<file path="config.mk">
export PLATFORM = sky130hd
export DESIGN_NAME = ovl_vseq
export DESIGN_NICKNAME = d
export VERILOG_FILES = /design/src/rtl/ovl_vseq_pkg.sv /design/src/rtl/ovl_vseq_edge.sv /design/src/rtl/ovl_vseq_layout.sv /design/src/rtl/ovl_vseq_size.sv /design/src/rtl/ovl_vseq.sv
export SDC_FILE = /design/constraint.sdc
export NUM_CORES = 1
export LEC_CHECK = 0
export BUFFER_PORTS_ARGS = -buffer_cell sky130_fd_sc_hd__buf_2
export CORE_MARGIN = 10
export CORE_UTILIZATION = 35
export CTS_CLUSTER_DIAMETER = 150
export DETAILED_ROUTE_END_ITERATION = 7
export PLACE_DENSITY = 0.52
export SYNTH_ARGS = -nofsm -noshare
export SYNTH_HDL_FRONTEND = slang
export SYNTH_SLANG_ARGS = --single-unit
export TNS_END_PERCENT = 5
</file>
<file path="constraint.sdc">
create_clock -name clk -period 4.8 [get_ports clk]
set_input_delay 0.48 -clock clk [delete_from_list [all_inputs] [get_ports clk]]
set_output_delay 0.48 -clock clk [all_outputs]
set_load 0.01 [all_outputs]
</file>
<file path="src/rtl/ovl_vseq_pkg.sv">
package ovl_vseq_pkg;
   localparam int unsigned DEF_ROWS    = 12;
   localparam int unsigned DEF_COLS    = 24;
   localparam int unsigned DEF_GLYPH_H = 18;
   localparam int unsigned DEF_VP_W    = 10;
   localparam int unsigned DEF_SZ_W    = 2;
   localparam int unsigned SPACE_W     = 3;

   typedef enum logic [1:0] {
      PH_WAIT = 2'd0,
      PH_RUN  = 2'd1,
      PH_DONE = 2'd2
   } vseq_phase_e;
endpackage

</file>
<file path="src/rtl/ovl_vseq_edge.sv">
module ovl_vseq_edge #(
   parameter int unsigned W = 2
) (
   input  logic         clk,
   input  logic         rst_n,
   input  logic [W-1:0] lvl_i,
   output logic [W-1:0] rise_o
);
   logic [W-1:0] lvl_q;

   initial assert (W >= 1) else $error("edge width must be positive");

   always_ff @(posedge clk) begin
      if (!rst_n) lvl_q <= '0;
      else        lvl_q <= lvl_i;
   end

   assign rise_o = lvl_i & ~lvl_q;
endmodule

</file>
<file path="src/rtl/ovl_vseq_layout.sv">
module ovl_vseq_layout
   import ovl_vseq_pkg::*;
#(
   parameter int unsigned ROWS = DEF_ROWS,
   localparam int unsigned RW  = $clog2(ROWS)
) (
   input  logic [SPACE_W-1:0] space_i,
   output logic               gap_en_o,
   output logic [RW-1:0]      gap_after_o,
   output logic [RW-1:0]      last_row_o
);
   localparam int unsigned HALF = ROWS / 2;

   initial assert (ROWS >= 12 && (ROWS % 2) == 0)
      else $error("layout needs an even row count of at least 12");

   always_comb begin
      gap_en_o    = 1'b0;
      gap_after_o = '0;
      last_row_o  = RW'(ROWS - 1);
      if (space_i == '0) begin
         gap_en_o = 1'b0;
      end else if (space_i >= 3'd6) begin
         // codes 110 and 111: two equal halves
         gap_en_o    = 1'b1;
         gap_after_o = RW'(HALF - 1);
         last_row_o  = RW'(ROWS - 1);
      end else begin
         // code c: c rows, spacer, ROWS-2c rows
         gap_en_o    = 1'b1;
         gap_after_o = RW'(space_i) - RW'(1);
         last_row_o  = RW'(ROWS - 1) - RW'(space_i);
      end
   end
endmodule

</file>
<file path="src/rtl/ovl_vseq_size.sv">
module ovl_vseq_size
   import ovl_vseq_pkg::*;
#(
   parameter int unsigned ROWS = DEF_ROWS,
   parameter int unsigned SZ_W = DEF_SZ_W,
   localparam int unsigned RW  = $clog2(ROWS)
) (
   input  logic [ROWS-1:0] row_sel_i,
   input  logic [SZ_W-1:0] first_lo_i,
   input  logic [SZ_W-1:0] first_hi_i,
   input  logic [SZ_W-1:0] rest_lo_i,
   input  logic [SZ_W-1:0] rest_hi_i,
   input  logic [RW-1:0]   row_i,
   output logic [SZ_W-1:0] code_o
);
   logic [SZ_W-1:0] code_a [ROWS];

   for (genvar r = 0; r < ROWS; r++) begin : g_row
      if (r == 0) begin : g_first
         assign code_a[r] = row_sel_i[r] ? first_hi_i : first_lo_i;
      end else begin : g_rest
         assign code_a[r] = row_sel_i[r] ? rest_hi_i : rest_lo_i;
      end
   end

   always_comb begin
      code_o = '0;
      for (int r = 0; r < ROWS; r++)
         if (row_i == RW'(r)) code_o = code_a[r];
   end
endmodule

</file>
<file path="src/rtl/ovl_vseq.sv">
module ovl_vseq
   import ovl_vseq_pkg::*;
#(
   parameter int unsigned ROWS    = DEF_ROWS,
   parameter int unsigned COLS    = DEF_COLS,
   parameter int unsigned GLYPH_H = DEF_GLYPH_H,
   parameter int unsigned VP_W    = DEF_VP_W,
   parameter int unsigned SZ_W    = DEF_SZ_W,
   localparam int unsigned RW     = $clog2(ROWS),
   localparam int unsigned DOT_W  = $clog2(GLYPH_H),
   localparam int unsigned RA_W   = $clog2(ROWS * COLS)
) (
   input  logic               clk,
   input  logic               rst_n,
   input  logic               hsync_i,
   input  logic               vsync_i,
   input  logic [VP_W-1:0]    vstart_i,
   input  logic [SPACE_W-1:0] space_i,
   input  logic [ROWS-1:0]    row_sel_i,
   input  logic [SZ_W-1:0]    first_lo_i,
   input  logic [SZ_W-1:0]    first_hi_i,
   input  logic [SZ_W-1:0]    rest_lo_i,
   input  logic [SZ_W-1:0]    rest_hi_i,
   output logic               disp_active_o,
   output logic               row_active_o,
   output logic [RW-1:0]      row_o,
   output logic [DOT_W-1:0]   dot_o,
   output logic [RA_W-1:0]    row_base_o
);
   localparam logic [VP_W-1:0]  LCNT_MAX = '1;
   localparam logic [DOT_W-1:0] DOT_LAST = DOT_W'(GLYPH_H - 1);
   localparam logic [RA_W-1:0]  COLS_L   = RA_W'(COLS);

   initial assert (GLYPH_H >= 2 && COLS >= 1 && VP_W >= 2 && SZ_W >= 1)
      else $error("ovl_vseq parameter out of range");

   logic [1:0]      rise;
   logic            hs_rise, vs_rise;
   logic            gap_en;
   logic [RW-1:0]   gap_after, last_row;
   logic [SZ_W-1:0] cur_code;

   vseq_phase_e     phase_q;
   logic [VP_W-1:0] lcnt_q;
   logic [VP_W:0]   lnext;
   logic [RW-1:0]   row_q;
   logic [DOT_W-1:0] dot_q;
   logic [SZ_W-1:0] rep_q;
   logic            gap_q;

   ovl_vseq_edge #(.W(2)) u_edge (
      .clk    (clk),
      .rst_n  (rst_n),
      .lvl_i  ({vsync_i, hsync_i}),
      .rise_o (rise)
   );
   assign hs_rise = rise[0];
   assign vs_rise = rise[1];

   ovl_vseq_layout #(.ROWS(ROWS)) u_layout (
      .space_i     (space_i),
      .gap_en_o    (gap_en),
      .gap_after_o (gap_after),
      .last_row_o  (last_row)
   );

   ovl_vseq_size #(.ROWS(ROWS), .SZ_W(SZ_W)) u_size (
      .row_sel_i  (row_sel_i),
      .first_lo_i (first_lo_i),
      .first_hi_i (first_hi_i),
      .rest_lo_i  (rest_lo_i),
      .rest_hi_i  (rest_hi_i),
      .row_i      (row_q),
      .code_o     (cur_code)
   );

   assign lnext = {1'b0, lcnt_q} + (VP_W+1)'(1);

   always_ff @(posedge clk) begin
      if (!rst_n) begin
         phase_q <= PH_DONE;
         lcnt_q  <= '0;
         row_q   <= '0;
         dot_q   <= '0;
         rep_q   <= '0;
         gap_q   <= 1'b0;
      end else if (vs_rise) begin
         phase_q <= PH_WAIT;
         lcnt_q  <= '0;
         row_q   <= '0;
         dot_q   <= '0;
         rep_q   <= '0;
         gap_q   <= 1'b0;
      end else if (hs_rise) begin
         unique case (phase_q)
            PH_WAIT: begin
               if (lcnt_q != LCNT_MAX) lcnt_q <= lnext[VP_W-1:0];
               if (lnext == {1'b0, vstart_i}) phase_q <= PH_RUN;
            end
            PH_RUN: begin
               if (rep_q != cur_code) begin
                  rep_q <= rep_q + SZ_W'(1);
               end else begin
                  rep_q <= '0;
                  if (dot_q != DOT_LAST) begin
                     dot_q <= dot_q + DOT_W'(1);
                  end else begin
                     dot_q <= '0;
                     if (gap_q) begin
                        gap_q <= 1'b0;
                     end else if (row_q == last_row) begin
                        phase_q <= PH_DONE;
                        row_q   <= '0;
                     end else begin
                        row_q <= row_q + RW'(1);
                        gap_q <= gap_en && (row_q == gap_after);
                     end
                  end
               end
            end
            default: ;
         endcase
      end
   end

   assign disp_active_o = (phase_q == PH_RUN);
   assign row_active_o  = (phase_q == PH_RUN) && !gap_q;
   assign row_o         = row_q;
   assign dot_o         = dot_q;
   assign row_base_o    = RA_W'(row_q) * COLS_L;

   p_dot_range_r3: assert property (@(posedge clk) disable iff (!rst_n)
      dot_o <= DOT_LAST);

   p_dot_step_r3: assert property (@(posedge clk) disable iff (!rst_n)
      (disp_active_o && $past(disp_active_o) && !$stable(dot_o)) |-> $past(hs_rise));

   p_start_r2: assert property (@(posedge clk) disable iff (!rst_n)
      $rose(disp_active_o) |-> ($past(hs_rise) && row_o == '0 && dot_o == '0));

   p_rowact_in_disp_r6: assert property (@(posedge clk) disable iff (!rst_n)
      row_active_o |-> disp_active_o);

   p_vs_restart_r9: assert property (@(posedge clk) disable iff (!rst_n)
      vs_rise |=> (!disp_active_o && !row_active_o));

   p_done_quiet_r8: assert property (@(posedge clk) disable iff (!rst_n)
      $fell(disp_active_o) |-> (row_o == '0 && dot_o == '0));
endmodule

</file>
==> out/summary.log <==
qor: routing.avgRoutedWirePerCell 14.6 µm
qor: cts.clock_tree_from_tritoncts built
qor: power_and_ir_drop.cellLeakagePower 1.26 nW
qor: worst_setup_path.cpLargestDelayFamily simple AND/OR/NAND/NOR gates
qor: floorplan.die_height 107 µm
qor: yosys.dominantRegCellSynth sky130_fd_sc_hd__dfxtp_1
qor: yosys.ys_ff_latch 26
qor: floorplan.effective_utilization_at_floorplan 36.3%
qor: layout.synthToLayoutAreaGrowth 13.3%
qor: worst_setup_path.reg2reg_slack 1.62 ns
qor: floorplan.io_pins 57
qor: sta.unrepaired_setup_endpoints_after_global_routing false
qor: worst_setup_path.worst_ep_required_time 4.99 ns
qor: run_status.outcome finished, final reports clean
qor: worst_setup_path.timing.critical_path.from_type flip-flop
qor: place.post_placement_cell_area 0.00293 mm²
qor: layout.drive_gt1_share 20.0%
qor: cts.htree_levels 1
qor: yosys.synth_largest_area_cell sky130_fd_sc_hd__dfxtp_1
qor: sta.timing.final.hold_violations 0
qor: place.dp.final_hpwl 5440 µm
qor: routing.drt-vias-per-instance 5.27
qor: floorplan.die_x 107 µm
qor: grt.grt_pass1_wl 11,700 µm
qor: yosys.postSynth.asyncResetShare 0%
qor: routing.number_of_vias_after_detailed_routing 2,526
qor: layout.seq_area 520 µm²
qor: run.maxcap_viol_count 0
qor: cts.clock_tree.root_cell sky130_fd_sc_hd__clkbuf_8
qor: yosys.synth.top_cells.by_area sky130_fd_sc_hd__dfxtp_1 (20%), sky130_fd_sc_hd__ha_1 (7.6%), sky130_fd_sc_hd__mux2i_1 (5.7%)
qor: yosys.synth.lib_cells_used.distinct 58
qor: yosys.synth_seq_area_share 19.7%
qor: yosys.syn-mean-instance-area 7.73 µm²
qor: sta.timing.final.max_slew_violations 0
qor: power_and_ir_drop.ir_worst_vdd 114 µV
qor: sta.finalCriticalPeriod 3.18 ns
qor: worst_hold_path.holdPathStages 2
qor: layout.multiInputGateArea 0.00194 mm²
qor: yosys.synth_enable_flop_cells 0
qor: worst_hold_path.hp-class in -> reg
qor: worst_setup_path.critical_path.endpoint_type flip-flop
qor: cts.clk_latency 0.27 ns
qor: worst_setup_path.worst_setup_path_startpoint row_o[1]
qor: routing.dr.pass1.iters 4
qor: layout.fin_cells 479
qor: layout.post_layout_net_count 435
qor: sta.timing.max_slew.rel_slack 46.2%
qor: floorplan.row_count 31
qor: grt.antenna_found_initial 0
qor: routing.antenna_violating_nets_post_route 0
qor: sta.fin_skew 0.00519 ns
qor: layout.finalCoreUtilization 41.1%
qor: yosys.postSynthCellCount 342
qor: place.finalWeightedCongestion 0.831
qor: worst_setup_path.path_buf_inv 0
qor: cts.hold_buffers 0
qor: grt.grt_util_all_layers 11.8%
qor: worst_hold_path.hold_sp vsync_i
qor: yosys.proportion_of_netlist_area_held_by_the_largest_area_contributor 19.7%
qor: sta.worst_pin_slew 0.805 ns
qor: worst_setup_path.maximum_single_stage_delay_on_the_critical_path 0.54 ns
qor: yosys.synthesis.area 0.00264 mm²
qor: worst_setup_path.critPathKind reg -> reg
qor: routing.drt_iter0_drc 123
qor: cts.numCtsBuffers 3
qor: grt.pin_count_of_the_biggest_net_entering_global_routing 23
qor: layout.finalInstanceArea 0.00300 mm²
qor: grt.first_global_vias 2,529
qor: sta.timing.final.crit_share 66.3%
qor: worst_setup_path.rr_startpoint row_o[1]
qor: worst_setup_path.critPathArrivalTime 3.38 ns
qor: cts.clock_path_buffers 2
qor: place.placed_cells 475
qor: floorplan.die_area 0.0114 mm²
qor: sta.setup_viol 0
qor: place.port_buffers 53
qor: power_and_ir_drop.cellPowerDensity 165 mW/mm²
qor: floorplan.core_region_area 0.00729 mm²
qor: sta.final.setup.tns 0 ns
qor: worst_setup_path.reg2regPathDepth 9
qor: worst_setup_path.worstPathMaxFanout 17
qor: layout.antennaDiodeCount 0
qor: routing.remaining_drc_errors 0
qor: yosys.yosys-top-cells-count sky130_fd_sc_hd__nand2_1 (27), sky130_fd_sc_hd__nor2_1 (27), sky130_fd_sc_hd__dfxtp_1 (26)
qor: cts.clk_pin_slew_worst_paths 0.10 ns
qor: worst_setup_path.worst_r2r_endpoint dot_o[4]
qor: yosys.synthesis.yosys.warnings 0
qor: cts.post-cts-setup-buffers 0
qor: cts.cts-resized-gates 0
qor: worst_setup_path.sequence_of_cells_on_the_critical_path ha_1 > nand2b_1 > o22a_1 > o22ai_1 > o211ai_1 > mux2i_1 > nand3_4 > or4_1 > a21oi_1
qor: cts.cts.sink_count 26
qor: layout.final.fill_count 816
qor: grt.final_global_route_overflow_total 0
qor: sta.maxClockFrequency 314 MHz
qor: routing.detail_route.wirelength 6990 µm
qor: worst_hold_path.whs_endpoint u_edge.lvl_q[1]
qor: worst_setup_path.worst_path_max_delay_cell sky130_fd_sc_hd__ha_1
routing by layer:
layer / vias up / GRT usage (%) / part of all wire [%]
met4: 0 / 1.93 / 0.49
met5: - / 0 / 0
met3: 4 / 1.98 / 3.4
li1: 1296 / - / -
met2: 46 / 21.2 / 49
met1: 1180 / 14.4 / 47
power breakdown:
part / switching (mW) / total (mW) / internal [mW] / leakage, nW
sequential: 0.00125 / 0.219 / 0.217 / 0.210
combinational: 0.0484 / 0.0912 / 0.0428 / 1.01
clock: 0.0728 / 0.184 / 0.112 / 0.0357
per-stage QoR:
stage | worst slack (ns) | hold WS [ns] | power, mW
2_1_floorplan | 2.02 | 0.457 | 0.287
3_3_place_gp | 1.74 | 0.489 | 0.315
3_5_place_dp | 1.64 | 0.490 | 0.315
4_1_cts | 1.61 | 0.434 | 0.500
5_1_grt | 1.37 | 0.432 | 0.519
6_report | 1.62 | 0.442 | 0.494
cells by family after synthesis:
logic type      Yosys count  synth area share [%]
fa+ha+maj                17                  8.33
flops                    26                  19.7
xor+xnor                 29                  9.61
other cells               1                 0.142
mux                      28                  11.4
buf+inv                  40                  7.05
simple gates            126                  25.4
compound gates           75                  18.5
how the worst max path moves through the flow:
| stage | to | cells after the start |
|---|---|---|
| global placement | dot_o[3] | 10 |
| CTS | dot_o[4] | 10 |
| detailed placement | dot_o[4] | 10 |
| floorplan | dot_o[3] | 10 |
| finish | dot_o[4] | 9 |
| global route | dot_o[4] | 10 |
sequential cells by signal (all words and copies together) (netlist names):
register / flops
gap_q: 1
phase_q: 2
dot_o: 5
row_o: 4
lcnt_q: 10
rep_q: 2
u_edge.lvl_q: 2
cell usage in the layout (no fill, tap or decap), drive strengths merged, types with 3 or more instances in the layout:
master	instances
or4	6
and2	4
buf	53
nand2	27
mux2i	15
a221o	3
and3	9
o21ai	15
ha	16
nor3b	3
inv	19
nor3	8
xnor2	17
nor4	4
xor2	12
nand4	7
nor2	27
nand2b	4
a21oi	25
o31ai	5
o22ai	4
a31oi	3
dfxtp	26
a211oi	4
mux2	13
clkbuf	3
conb	3
nand3	15
final cells by class:
type                    count  area share, %
clock buffers               3           1.38
clock inverters             1           1.00
inverters                  19           2.38
multi-input cells         278           64.9
flip-flops and latches     26           17.4
well taps                  99           4.13
repair buffers             53           8.85
(Power assumes the default switching activity.)
